## src/rtl/serial_rx_pkg.sv

```systemverilog
`timescale 1ns/1ps
package serial_rx_pkg;
  localparam int unsigned DATA_W = 9;

  localparam logic [1:0] ADDR_DATA = 2'd0;
  localparam logic [1:0] ADDR_STAT = 2'd1;
  localparam logic [1:0] ADDR_CTRL = 2'd2;
  localparam logic [1:0] ADDR_NINE = 2'd3;

  typedef enum logic [2:0] {
    RX_IDLE, RX_START, RX_DATA, RX_PAR, RX_STOP
  } rxState_e;

  typedef struct packed {
    logic       startSeen;
    logic       startOk;
    logic       takeData;
    logic       takePar;
    logic       takeStop;
    logic [3:0] bitIdx;
  } rxStrobe_t;

  typedef struct packed {
    logic [DATA_W-1:0] data;
    logic              frameErr;
    logic              parErr;
    logic              overrun;
  } rxEntry_t;
endpackage

```

## src/rtl/serial_rx_ctrl.sv

```systemverilog
`timescale 1ns/1ps
module serial_rx_ctrl
  import serial_rx_pkg::*;
#(
  parameter int unsigned OSR = 16
) (
  input  logic      clk,
  input  logic      rstN,
  input  logic      baudTick,
  input  logic      rxIn,
  input  logic      rxEn,
  input  logic      cfgDbl,
  input  logic [3:0] cfgBits,
  input  logic      cfgPar,
  output rxStrobe_t strobe
);
  localparam int unsigned CNT_W = $clog2(OSR);

  rxState_e         state;
  logic [CNT_W-1:0] tickCnt;
  logic [3:0]       bitIdx;
  logic [CNT_W-1:0] fullEnd, halfEnd;
  logic             atFull, atHalf;

  assign fullEnd = cfgDbl ? CNT_W'(OSR/2 - 1) : CNT_W'(OSR - 1);
  assign halfEnd = cfgDbl ? CNT_W'(OSR/4 - 1) : CNT_W'(OSR/2 - 1);
  assign atFull  = baudTick && (tickCnt == fullEnd);
  assign atHalf  = baudTick && (tickCnt == halfEnd);

  always_comb begin
    strobe = '0;
    strobe.bitIdx = bitIdx;
    unique case (state)
      RX_IDLE:  strobe.startSeen = rxEn && baudTick && !rxIn;
      RX_START: strobe.startOk   = atHalf && !rxIn;
      RX_DATA:  strobe.takeData  = atFull;
      RX_PAR:   strobe.takePar   = atFull;
      RX_STOP:  strobe.takeStop  = atFull;
      default:  ;
    endcase
  end

  always_ff @(posedge clk) begin
    if (!rstN) begin
      state   <= RX_IDLE;
      tickCnt <= '0;
      bitIdx  <= '0;
    end else begin
      unique case (state)
        RX_IDLE: if (strobe.startSeen) begin
          state   <= RX_START;
          tickCnt <= '0;
        end
        RX_START: if (baudTick) begin
          if (atHalf) begin
            tickCnt <= '0;
            bitIdx  <= '0;
            state   <= rxIn ? RX_IDLE : RX_DATA;
          end else tickCnt <= tickCnt + CNT_W'(1);
        end
        RX_DATA: if (baudTick) begin
          if (atFull) begin
            tickCnt <= '0;
            if (bitIdx == cfgBits - 4'd1) state <= cfgPar ? RX_PAR : RX_STOP;
            else bitIdx <= bitIdx + 4'd1;
          end else tickCnt <= tickCnt + CNT_W'(1);
        end
        RX_PAR: if (baudTick) begin
          if (atFull) begin
            tickCnt <= '0;
            state   <= RX_STOP;
          end else tickCnt <= tickCnt + CNT_W'(1);
        end
        RX_STOP: if (baudTick) begin
          if (atFull) begin
            tickCnt <= '0;
            state   <= RX_IDLE;
          end else tickCnt <= tickCnt + CNT_W'(1);
        end
        default: state <= RX_IDLE;
      endcase
    end
  end
endmodule

```

## src/rtl/serial_rx_dp.sv

```systemverilog
`timescale 1ns/1ps
module serial_rx_dp
  import serial_rx_pkg::*;
#(
  parameter int unsigned DEPTH       = 2,
  parameter int unsigned SYNC_STAGES = 2,
  localparam int unsigned CNT_W      = $clog2(DEPTH + 1)
) (
  input  logic             clk,
  input  logic             rstN,
  input  logic             rxLine,
  input  rxStrobe_t        strobe,
  input  logic             dblReq,
  input  logic [3:0]       sizeCode,
  input  logic [1:0]       parMode,
  input  logic             filtEn,
  input  logic             popReq,
  output logic             rxIn,
  output logic             latDbl,
  output logic [3:0]       latBits,
  output logic             latParEn,
  output logic [CNT_W-1:0] bufCount,
  output logic             holdValid,
  output rxEntry_t         head
);
  localparam int unsigned PTR_W = (DEPTH > 1) ? $clog2(DEPTH) : 1;

  logic [SYNC_STAGES-1:0] syncQ;
  logic [DATA_W-1:0]      shiftReg;
  logic                   parBit, latParOdd, dropCur;
  rxEntry_t               newEntry, holdEntry, pushEntry;
  rxEntry_t               slots [DEPTH];
  logic [PTR_W-1:0]       rdPtr, wrPtr;
  logic                   keep, doPop, space, pushHold, pushNew, toHold, doPush;

  always_ff @(posedge clk) begin
    if (!rstN) syncQ <= '1;
    else       syncQ <= {syncQ[SYNC_STAGES-2:0], rxLine};
  end
  assign rxIn = syncQ[SYNC_STAGES-1];

  always_ff @(posedge clk) begin
    if (!rstN) begin
      latDbl    <= 1'b0;
      latBits   <= 4'd5;
      latParEn  <= 1'b0;
      latParOdd <= 1'b0;
      shiftReg  <= '0;
      parBit    <= 1'b0;
      dropCur   <= 1'b0;
    end else begin
      if (strobe.startSeen) begin
        latDbl    <= dblReq;
        latBits   <= (sizeCode >= 4'd4) ? 4'd9 : 4'd5 + sizeCode;
        latParEn  <= parMode[1];
        latParOdd <= parMode[0];
        shiftReg  <= '0;
        parBit    <= 1'b0;
        dropCur   <= 1'b0;
      end
      if (strobe.startOk && holdValid && !space) dropCur <= 1'b1;
      if (strobe.takeData)
        for (int i = 0; i < DATA_W; i++)
          if (strobe.bitIdx == 4'(i)) shiftReg[i] <= rxIn;
      if (strobe.takePar) parBit <= rxIn;
    end
  end

  always_comb begin
    newEntry          = '0;
    newEntry.data     = shiftReg;
    newEntry.frameErr = !rxIn;
    newEntry.parErr   = latParEn && (parBit != ((^shiftReg) ^ latParOdd));
    keep     = strobe.takeStop && !dropCur && !(filtEn && !shiftReg[DATA_W-1]);
    doPop    = popReq && (bufCount != '0);
    space    = (bufCount != CNT_W'(DEPTH)) || doPop;
    pushHold = holdValid && space;
    pushNew  = keep && !holdValid && space;
    toHold   = keep && !holdValid && !space;
    doPush   = pushHold || pushNew;
    pushEntry = pushHold ? holdEntry : newEntry;
  end

  always_ff @(posedge clk) begin
    if (!rstN) begin
      holdValid <= 1'b0;
      holdEntry <= '0;
    end else begin
      if (pushHold) holdValid <= 1'b0;
      else if (toHold) begin
        holdValid <= 1'b1;
        holdEntry <= newEntry;
      end
      if (strobe.startOk && holdValid && !space) holdEntry.overrun <= 1'b1;
    end
  end

  always_ff @(posedge clk) begin
    if (!rstN) begin
      rdPtr    <= '0;
      wrPtr    <= '0;
      bufCount <= '0;
      for (int i = 0; i < DEPTH; i++) slots[i] <= '0;
    end else begin
      if (doPush) begin
        slots[wrPtr] <= pushEntry;
        wrPtr <= (wrPtr == PTR_W'(DEPTH - 1)) ? '0 : wrPtr + PTR_W'(1);
      end
      if (doPop) rdPtr <= (rdPtr == PTR_W'(DEPTH - 1)) ? '0 : rdPtr + PTR_W'(1);
      case ({doPush, doPop})
        2'b10:   bufCount <= bufCount + CNT_W'(1);
        2'b01:   bufCount <= bufCount - CNT_W'(1);
        default: ;
      endcase
    end
  end

  assign head = (bufCount != '0) ? slots[rdPtr] : '0;
endmodule

```

## src/rtl/serial_rx_regs.sv

```systemverilog
`timescale 1ns/1ps
module serial_rx_regs
  import serial_rx_pkg::*;
(
  input  logic       clk,
  input  logic       rstN,
  input  logic [1:0] regAddr,
  input  logic       regWrEn,
  input  logic [7:0] regWrData,
  input  logic       regRdEn,
  input  logic       gie,
  input  logic       headValid,
  input  rxEntry_t   head,
  output logic [7:0] regRdData,
  output logic       popReq,
  output logic       irqRx,
  output logic       rxEn,
  output logic       dblReq,
  output logic       filtEn,
  output logic [3:0] sizeCode,
  output logic [1:0] parMode
);
  logic irqEn;

  always_ff @(posedge clk) begin
    if (!rstN) begin
      irqEn    <= 1'b0;
      rxEn     <= 1'b0;
      dblReq   <= 1'b0;
      filtEn   <= 1'b0;
      sizeCode <= '0;
      parMode  <= '0;
    end else if (regWrEn) begin
      if (regAddr == ADDR_STAT) begin
        dblReq <= regWrData[1];
        filtEn <= regWrData[0];
      end
      if (regAddr == ADDR_CTRL) begin
        irqEn    <= regWrData[7];
        rxEn     <= regWrData[6];
        parMode  <= regWrData[5:4];
        sizeCode <= regWrData[3:0];
      end
    end
  end

  always_comb begin
    unique case (regAddr)
      ADDR_DATA: regRdData = head.data[7:0];
      ADDR_STAT: regRdData = {headValid, 2'b00, head.frameErr, head.overrun,
                              head.parErr, dblReq, filtEn};
      ADDR_CTRL: regRdData = {irqEn, rxEn, parMode, sizeCode};
      default:   regRdData = {7'd0, head.data[DATA_W-1]};
    endcase
  end

  assign popReq = regRdEn && (regAddr == ADDR_DATA);
  assign irqRx  = irqEn && gie && headValid;
endmodule

```

## src/rtl/serial_rx_unit.sv

```systemverilog
`timescale 1ns/1ps
module serial_rx_unit
  import serial_rx_pkg::*;
#(
  parameter int unsigned DEPTH       = 2,
  parameter int unsigned OSR         = 16,
  parameter int unsigned SYNC_STAGES = 2
) (
  input  logic       clk,
  input  logic       rstN,
  input  logic       rxLine,
  input  logic       baudTick,
  input  logic [1:0] regAddr,
  input  logic       regWrEn,
  input  logic [7:0] regWrData,
  input  logic       regRdEn,
  output logic [7:0] regRdData,
  input  logic       gie,
  output logic       irqRx
);
  localparam int unsigned CNT_W = $clog2(DEPTH + 1);

  rxStrobe_t        strobe;
  rxEntry_t         head;
  logic             rxIn, rxEn, dblReq, filtEn, popReq, holdValid;
  logic             latDbl, latParEn;
  logic [3:0]       latBits, sizeCode;
  logic [1:0]       parMode;
  logic [CNT_W-1:0] bufCount;

  serial_rx_ctrl #(.OSR(OSR)) i_ctrl (
    .clk, .rstN, .baudTick, .rxIn, .rxEn,
    .cfgDbl(latDbl), .cfgBits(latBits), .cfgPar(latParEn), .strobe
  );

  serial_rx_dp #(.DEPTH(DEPTH), .SYNC_STAGES(SYNC_STAGES)) i_dp (
    .clk, .rstN, .rxLine, .strobe, .dblReq, .sizeCode, .parMode, .filtEn,
    .popReq, .rxIn, .latDbl, .latBits, .latParEn, .bufCount, .holdValid, .head
  );

  serial_rx_regs i_regs (
    .clk, .rstN, .regAddr, .regWrEn, .regWrData, .regRdEn, .gie,
    .headValid(bufCount != '0), .head, .regRdData, .popReq, .irqRx,
    .rxEn, .dblReq, .filtEn, .sizeCode, .parMode
  );
endmodule

```

## config.mk

```make
export PLATFORM = sky130hd
export DESIGN_NAME = serial_rx_unit
export DESIGN_NICKNAME = d
export VERILOG_FILES = /design/src/rtl/serial_rx_pkg.sv /design/src/rtl/serial_rx_ctrl.sv /design/src/rtl/serial_rx_dp.sv /design/src/rtl/serial_rx_regs.sv /design/src/rtl/serial_rx_unit.sv
export SDC_FILE = /design/constraint.sdc
export NUM_CORES = 1
export LEC_CHECK = 0
export ABC_AREA = 1
export ABC_CLOCK_PERIOD_IN_PS = 2000
export BUFFER_PORTS_ARGS = -buffer_cell sky130_fd_sc_hd__buf_2
export CORE_ASPECT_RATIO = 0.7
export CORE_MARGIN = 2
export CORE_UTILIZATION = 45
export CTS_CLUSTER_DIAMETER = 200
export DETAILED_ROUTE_END_ITERATION = 7
export SLEW_MARGIN = 20
export SYNTH_ARGS = -nofsm -noshare
export SYNTH_HDL_FRONTEND = slang
export SYNTH_SLANG_ARGS = --single-unit
```

## constraint.sdc

```tcl
create_clock -name clk -period 2 [get_ports clk]
set_clock_uncertainty 0.05 [all_clocks]
set_input_delay 0.1 -clock clk [delete_from_list [all_inputs] [get_ports clk]]
set_output_delay 0.1 -clock clk [all_outputs]
set_load 0.01 [all_outputs]
```

### Word level (Yosys, flattened, before mapping)

Memories as Yosys holds them, arrays and structs flattened. A register that Yosys moved wholly into a read port is not among the register bits.
Index checks and enable logic that the tools add are counted.

| cells by class | value |
|---|---|
| $add $sub $neg | 8 |
| $lt $le $gt $ge | 1 |
| equality and inequality tests | 34 |
| multiplexer cells | 65 |
| bitwise gates (word level) | 3 |
| reduce and logical (&&, ||, !) cells | 48 |

Operators with widths:

| kind | count |
|---|---|
| 4-bit two-way mux | 12 |
| 12-bit two-way mux | 3 |
| 3-bit two-way mux | 12 |
| 1-bit two-way mux | 30 |
| 8-bit one-hot mux with 3 select lines | 1 |
| 1-bit logical AND | 19 |
| 9-bit two-way mux | 2 |
| 4-bit by 3-bit equality test with 1-bit output (second input constant) | 4 |
| 3-bit one-hot mux with 5 select lines | 1 |
| 2-bit by 1-bit != test with 1-bit output (second input constant) | 7 |
| 2-bit != test (second input constant) | 7 |
| 4-bit equality test | 3 |
| 4-bit one-hot mux with 3 select lines | 1 |
| 2-bit nonzero test | 6 |
| 12-bit OR reduction | 1 |
| 10-bit AND reduction | 1 |
| 9-bit parity | 1 |
| 4-bit by 1-bit adder with 4-bit output (second input constant) | 2 |
| 4-bit by 2-bit equality test with 1-bit output (second input constant) | 2 |
| 4-bit one-hot mux with 2 select lines | 1 |
| 2-bit AND reduction | 4 |
| 3-bit by 2-bit equality test with 1-bit output (second input constant) | 2 |
| 1-bit zero test | 6 |
| 6-bit AND reduction | 1 |
| other kinds (25) | 30 |

| storage, ports and cells | value |
|---|---|
| bits in registers | 58 |
| memory bits (writable) | 24 |
| input bits | 17 |
| output and inout port bits | 9 |
| logic and storage cells | 185 |
| memories kept | 1 |

Memories:

| memory | words | bits a word | rd ports | clocked after Yosys merged registers in | write ports | RTL line | RTL |
|---|---|---|---|---|---|---|---|
| i_dp.slots | 2 | 12 | 1 | 1 | 2 | serial_rx_dp.sv:32 | `rxEntry_t slots [DEPTH];` |

### Logic depth before layout (Yosys ltp)

| logic depth | value |
|---|---|
| depth after elaboration | 14 |
| gate-level depth with buffers | 14 |
| gate-level depth less buffers | 14 |

### Hierarchy

From an unflattened synthesis, not the netlist that was laid out.

| unflattened totals | value |
|---|---|
| cells, all modules | 581 |
| area total of the unflattened synthesis | 4,305.4 sq um |

By module, submodules not included:

| module | instances | cells an instance | area an instance (sq um) | seq. area each (sq um) |
|---|---|---|---|---|
| serial_rx_dp | 1 | 340 | 2,806.4 | 1,481.4 |
| serial_rx_ctrl | 1 | 142 | 890.9 | 220.2 |
| serial_rx_regs | 1 | 96 | 596.8 | 200.2 |
| serial_rx_unit | 1 | 3 | 11.3 | 0.0 |

### Least setup slack after synthesis

Ideal clock, no wire load.

| path | value |
|---|---|
| path kind | register -> register |
| from | reg i_ctrl.tickCnt[0] |
| to | mem i_dp.slots[0][0] (netlist bit) (enable) |
| setup time | 350 ps |
| data arrival time | 1,672 ps |
| required time | 1,600 ps |
| setup slack | -72 ps |
| stages on the path, launching flop included | 9 |
| buffers on the path | 1 |
| clock period less this slack | 2,072 ps |
| cell sequence | dfxtp_1 ha_1 nand2_1 nor2_1 nand4_2 a21oi_4 nand3_2 buf_4 nand2_1 |

RTL lines:

| item | RTL line | RTL |
|---|---|---|
| from (decl) | serial_rx_ctrl.sv:20 | `logic [CNT_W-1:0] tickCnt;` |
| from (signal assigned) | serial_rx_ctrl.sv:59 | `end else tickCnt <= tickCnt + CNT_W'(1);` |
| from (signal assigned) | serial_rx_ctrl.sv:66 | `end else tickCnt <= tickCnt + CNT_W'(1);` |
| from (signal assigned) | serial_rx_ctrl.sv:72 | `end else tickCnt <= tickCnt + CNT_W'(1);` |
| to (decl) | serial_rx_dp.sv:32 |  |

### Worst setup path in the final report

| path | value |
|---|---|
| from | reg i_ctrl.tickCnt[0] |
| to | reg i_dp.bufCount[1] |

| between the ends | value |
|---|---|
| word-level cells in the longest chain between the ends | 10 |
| elaborated cells between the ends (all ways) | 12 |
| those cells by class | 3 x eq/ne; 2 x mux; 7 x reduce/logical |

Ends and longest elaborated chain:

| item | RTL line | RTL |
|---|---|---|
| 4-bit equality test * | serial_rx_ctrl.sv:27 | `assign atFull = baudTick && (tickCnt == fullEnd);` |
| 1-bit logical AND * | serial_rx_ctrl.sv:27 |  |
| 1-bit two-way mux * | serial_rx_ctrl.sv:33 | `unique case (state)` |
| 1-bit logical AND * (2 in series) | serial_rx_dp.sv:74 | `keep = strobe.takeStop && !dropCur && !(filtEn && !shiftReg[DATA_W-1]);` |
| 1-bit logical AND * (2 in series) | serial_rx_dp.sv:78 | `pushNew = keep && !holdValid && space;` |
| 1-bit logical OR * | serial_rx_dp.sv:80 | `doPush = pushHold \|\| pushNew;` |
| 2-bit by 1-bit equality test with 1-bit output or 2-bit equality test (tied branches) | serial_rx_dp.sv:110 | `case ({doPush, doPop})` |
| 2-bit one-hot mux with 2 select lines or 2-bit nonzero test (tied branches) | -- |  |
| to (signal assigned) | serial_rx_dp.sv:111 | `2'b10: bufCount <= bufCount + CNT_W'(1);` |
| to (signal assigned) | serial_rx_dp.sv:112 | `2'b01: bufCount <= bufCount - CNT_W'(1);` |
| to (decl) | serial_rx_dp.sv:22 | `output logic [CNT_W-1:0] bufCount,` |

Mark *: on every way between the ends. The rest lies on a longest branch, timed or not.
A chain may end at the register's enable or synchronous reset.

==> key figures <==
Logic synthesis
  • Post-synth top area share: 28.5%
  • Register area share after synthesis: 45.9%
  • FFs w/ async S/R, synth: 0%
  • Mapped Area: 0.00414 mm2
  • Post-synthesis register bit count: 83
  • Yosys cell types: 34
  • Top cells by count, synth: nand2_1, nor2_1, dfxtp_1, inv_1, a21oi_1
  • Synthesized instance count: 556
  • Post-Syn Nets: 581
  • YS warnings: 0
  • Most common cell in the synthesized netlist: nand2_1
  • Prevailing post-synth register cell: dfxtp_1
  • Top post-synthesis cells by area: dfxtp_1, edfxtp_1, nand2_1
  • Synth area leader: dfxtp_1
  • Mean Syn Cell Area: 7.45 um2
  • EDFF count, synth: 24

Place
  • Input/output buffers: 25
  • GP Congestion: 0.849
  • Placed insts: 710
  • Dpl ws: 0.0327 ns
  • DP HPWL: 7470 um

Setup path
  • Reg2reg start: i_ctrl.tickCnt[0]
  • Endpoint class of the critical path: flip-flop
  • Worst path required time: 2.20 ns
  • CP startpoint kind: flip-flop
  • Critical path fanouts, max: 3
  • FF-to-FF End: i_dp.bufCount[1]
  • Reg2Reg Depth: 11
  • Worst R2R Setup Slack: 0.10 ns
  • Critical path class: reg2reg
  • CP arrival: 2.10 ns

Final layout
  • Final cell count without fillers: 732
  • Ant. Diodes: 0
  • Number of fill cells: 881
  • P&R area growth vs syn: 19.0%
  • Finished Core Util: 54.8%
  • Share of cells above drive strength 1: 16.1%
  • Nets@finish: 628

GRT
  • Vias in the first global route: 3430
  • Largest net degree at the start of global routing: 28
  • GRT met3 Usage: 6.86%
  • Grt ovf: 0
  • Most used routing layer in global routing: met1
  • Initial antenna violation count: 0
  • GRT Overall Usage: 22.0%
  • GR Util met1: 32.7%
  • First-pass GRT wire length: 17200 um
  • Met2 Use GR: 31.6%

Worst hold path
  • Worst hold path depth: 3
  • Min-delay src: regWrData[4]
  • Worst hold endpoint: i_regs.parMode[0]
  • Hold crit path type: in2reg

Clocking
  • Bufs on Longest Clock Path: 2
  • Clock Pin Slew Worst Setup and Hold Paths: 0.06 ns
  • H-tree levels: 3
  • Clk root buf: clkbuf_16
  • Later-pin clock latency in the skew report: 0.34 ns
  • # clock sinks: 83
  • CTS tree: yes
  • CTS Buf Count: 9

Floorplanning
  • Top Ports: 26
  • Starting Density: 46.1%
  • Die ar.: 0.0100 mm2
  • Row count: 29
  • Die X: 119 um
  • Die height: 84.3 um
  • Core area: 0.00900 mm2

STA
  • Final setup margin: 0.102 ns
  • Max-slew violations: 0
  • Tmin final: 1.90 ns
  • Final Cycle Share: 94.9%
  • Fmax: 527 MHz
  • Final Hold Viols: 0
  • Actual slew at the worst max-slew pin: 0.574 ns
  • RSZ-0062 raised after global routing: true
  • Final setup fails: 0
  • Slew margin rel.: 61.7%

Drt
  • DR DRC count: 0
  • Drt total wl: 10400 um
  • Wirelength per Cell: 14.3 um
  • Starting DRT DRC Count: 373
  • First-pass detailed-route iteration total: 5
  • Post-route ant nets: 0
  • Routed vias: 3705
  • Vias/cell: 5.06

Status
  • Outcome: finished, final reports clean

Power
  • Leakage Power: 2.05 nW
  • Peak VDD IR: 405 uV
  • Power per cell area: 800 mW/mm2

Run
  • Max_cap viols: 0
==> sequential cells by signal, indices dropped and copies added (netlist names), 2 cells and up, named ones only <==
register and flops:
i_dp.slots 24, i_dp.holdEntry 12, i_dp.shiftReg 9, i_ctrl.bitIdx 4, i_ctrl.tickCnt 4, i_dp.latBits 4, i_regs.sizeCode 4, i_ctrl.state 3
i_dp.bufCount 2, i_dp.syncQ 2, i_regs.parMode 2
==> power breakdown <==
group          switching, mW  total, mW  internal [mW]
Combinational          0.353      0.547          0.194
Clock                  0.707       1.55          0.847
Sequential            0.0432       1.84           1.80
==> layer usage <==
metal,up-vias,part of all wire (%)
met5,-,0
met4,0,0.63
met3,5,6.4
met2,95,42
met1,1688,51
li1,1917,-
==> stage by stage <==
stage	TNS (ns)	cell area (um2)	hold slack, ns	power (mW)
after floorplan	0	4150	0.157	2.21
after global placement	0	4530	0.237	2.38
after detailed placement	0	4530	0.247	2.39
after CTS	0	4840	0.00263	3.95
after global routing	-0.0853	4930	0.0160	4.16
final	0	4930	0.0127	3.95
==> worst max-delay path by stage <==
stage | start | endpoint | cells past startpoint
6_report | i_ctrl.tickCnt[0] | i_dp.bufCount[1] | 11
5_1_grt | i_ctrl.tickCnt[1] | i_ctrl.bitIdx[3] | 11
4_1_cts | i_ctrl.tickCnt[0] | i_dp.bufCount[1] | 10
3_5_place_dp | i_ctrl.tickCnt[0] | i_dp.bufCount[1] | 10
3_3_place_gp | i_dp.bufCount[1] | i_dp.slots[1][8] | 8
2_1_floorplan | i_ctrl.tickCnt[0] | i_dp.slots[0][0] | 8
==> worst max-delay path: stages, from the launching register on <==
cell and delay (ns):
dfxtp_2 0.33, ha_2 0.18, nand2_1 0.08, nor2_2 0.16, nand4_2 0.14, a21oi_4 0.18, inv_1 0.08, ha_4 0.16
nor2_2 0.10, nor2_2 0.05, and3_1 0.15, nor3_1 0.15
==> cell type report <==
type | instances | area, um2 | area share [%]
Multi-Input combinational cell | 394 | 2000 | 40.5
Sequential cell | 83 | 1910 | 38.7
Timing Repair Buffer | 55 | 364 | 7.38
Inverter | 60 | 229 | 4.64
Clock buffer | 9 | 225 | 4.57
Tap cell | 124 | 155 | 3.15
Clock inverter | 7 | 51.3 | 1.04
==> cells by family (layout without fill, tap and decap cells) <==
logic type / count (synthesis) / count (layout) / share of synthesized area (%)
AO/OA/AOI/OAI: 113 / 113 / 14.7
XOR/XNOR: 13 / 13 / 2.75
adder cells (fa/ha/maj): 8 / 8 / 2.42
buffers and inverters: 79 / 131 / 7.43
flip-flops: 83 / 83 / 45.9
multiplexers: 1 / 1 / 0.242
AND/OR/NAND/NOR: 259 / 259 / 26.6
==> cells in the final DEF, fill, tap and decap left out, drive strengths merged, types with 7 or more instances in the layout <==
| master | instances |
|---|---|
| a21oi | 52 |
| dfxtp | 59 |
| o21ai | 50 |
| xor2 | 9 |
| ha | 8 |
| inv | 61 |
| buf | 50 |
| nand3 | 29 |
| nor2 | 78 |
| nand2 | 134 |
| edfxtp | 24 |
| nand4 | 7 |
| clkbuf | 10 |
==> repair_timing <==
action	in CTS	in global routing
setup buffers	0	1
resized for setup	0	25
endpoints found under the hold margin	4	0
endpoints found under the setup margin	0	59
hold buffers	4	0
Power figures use the tool's default switching activity.
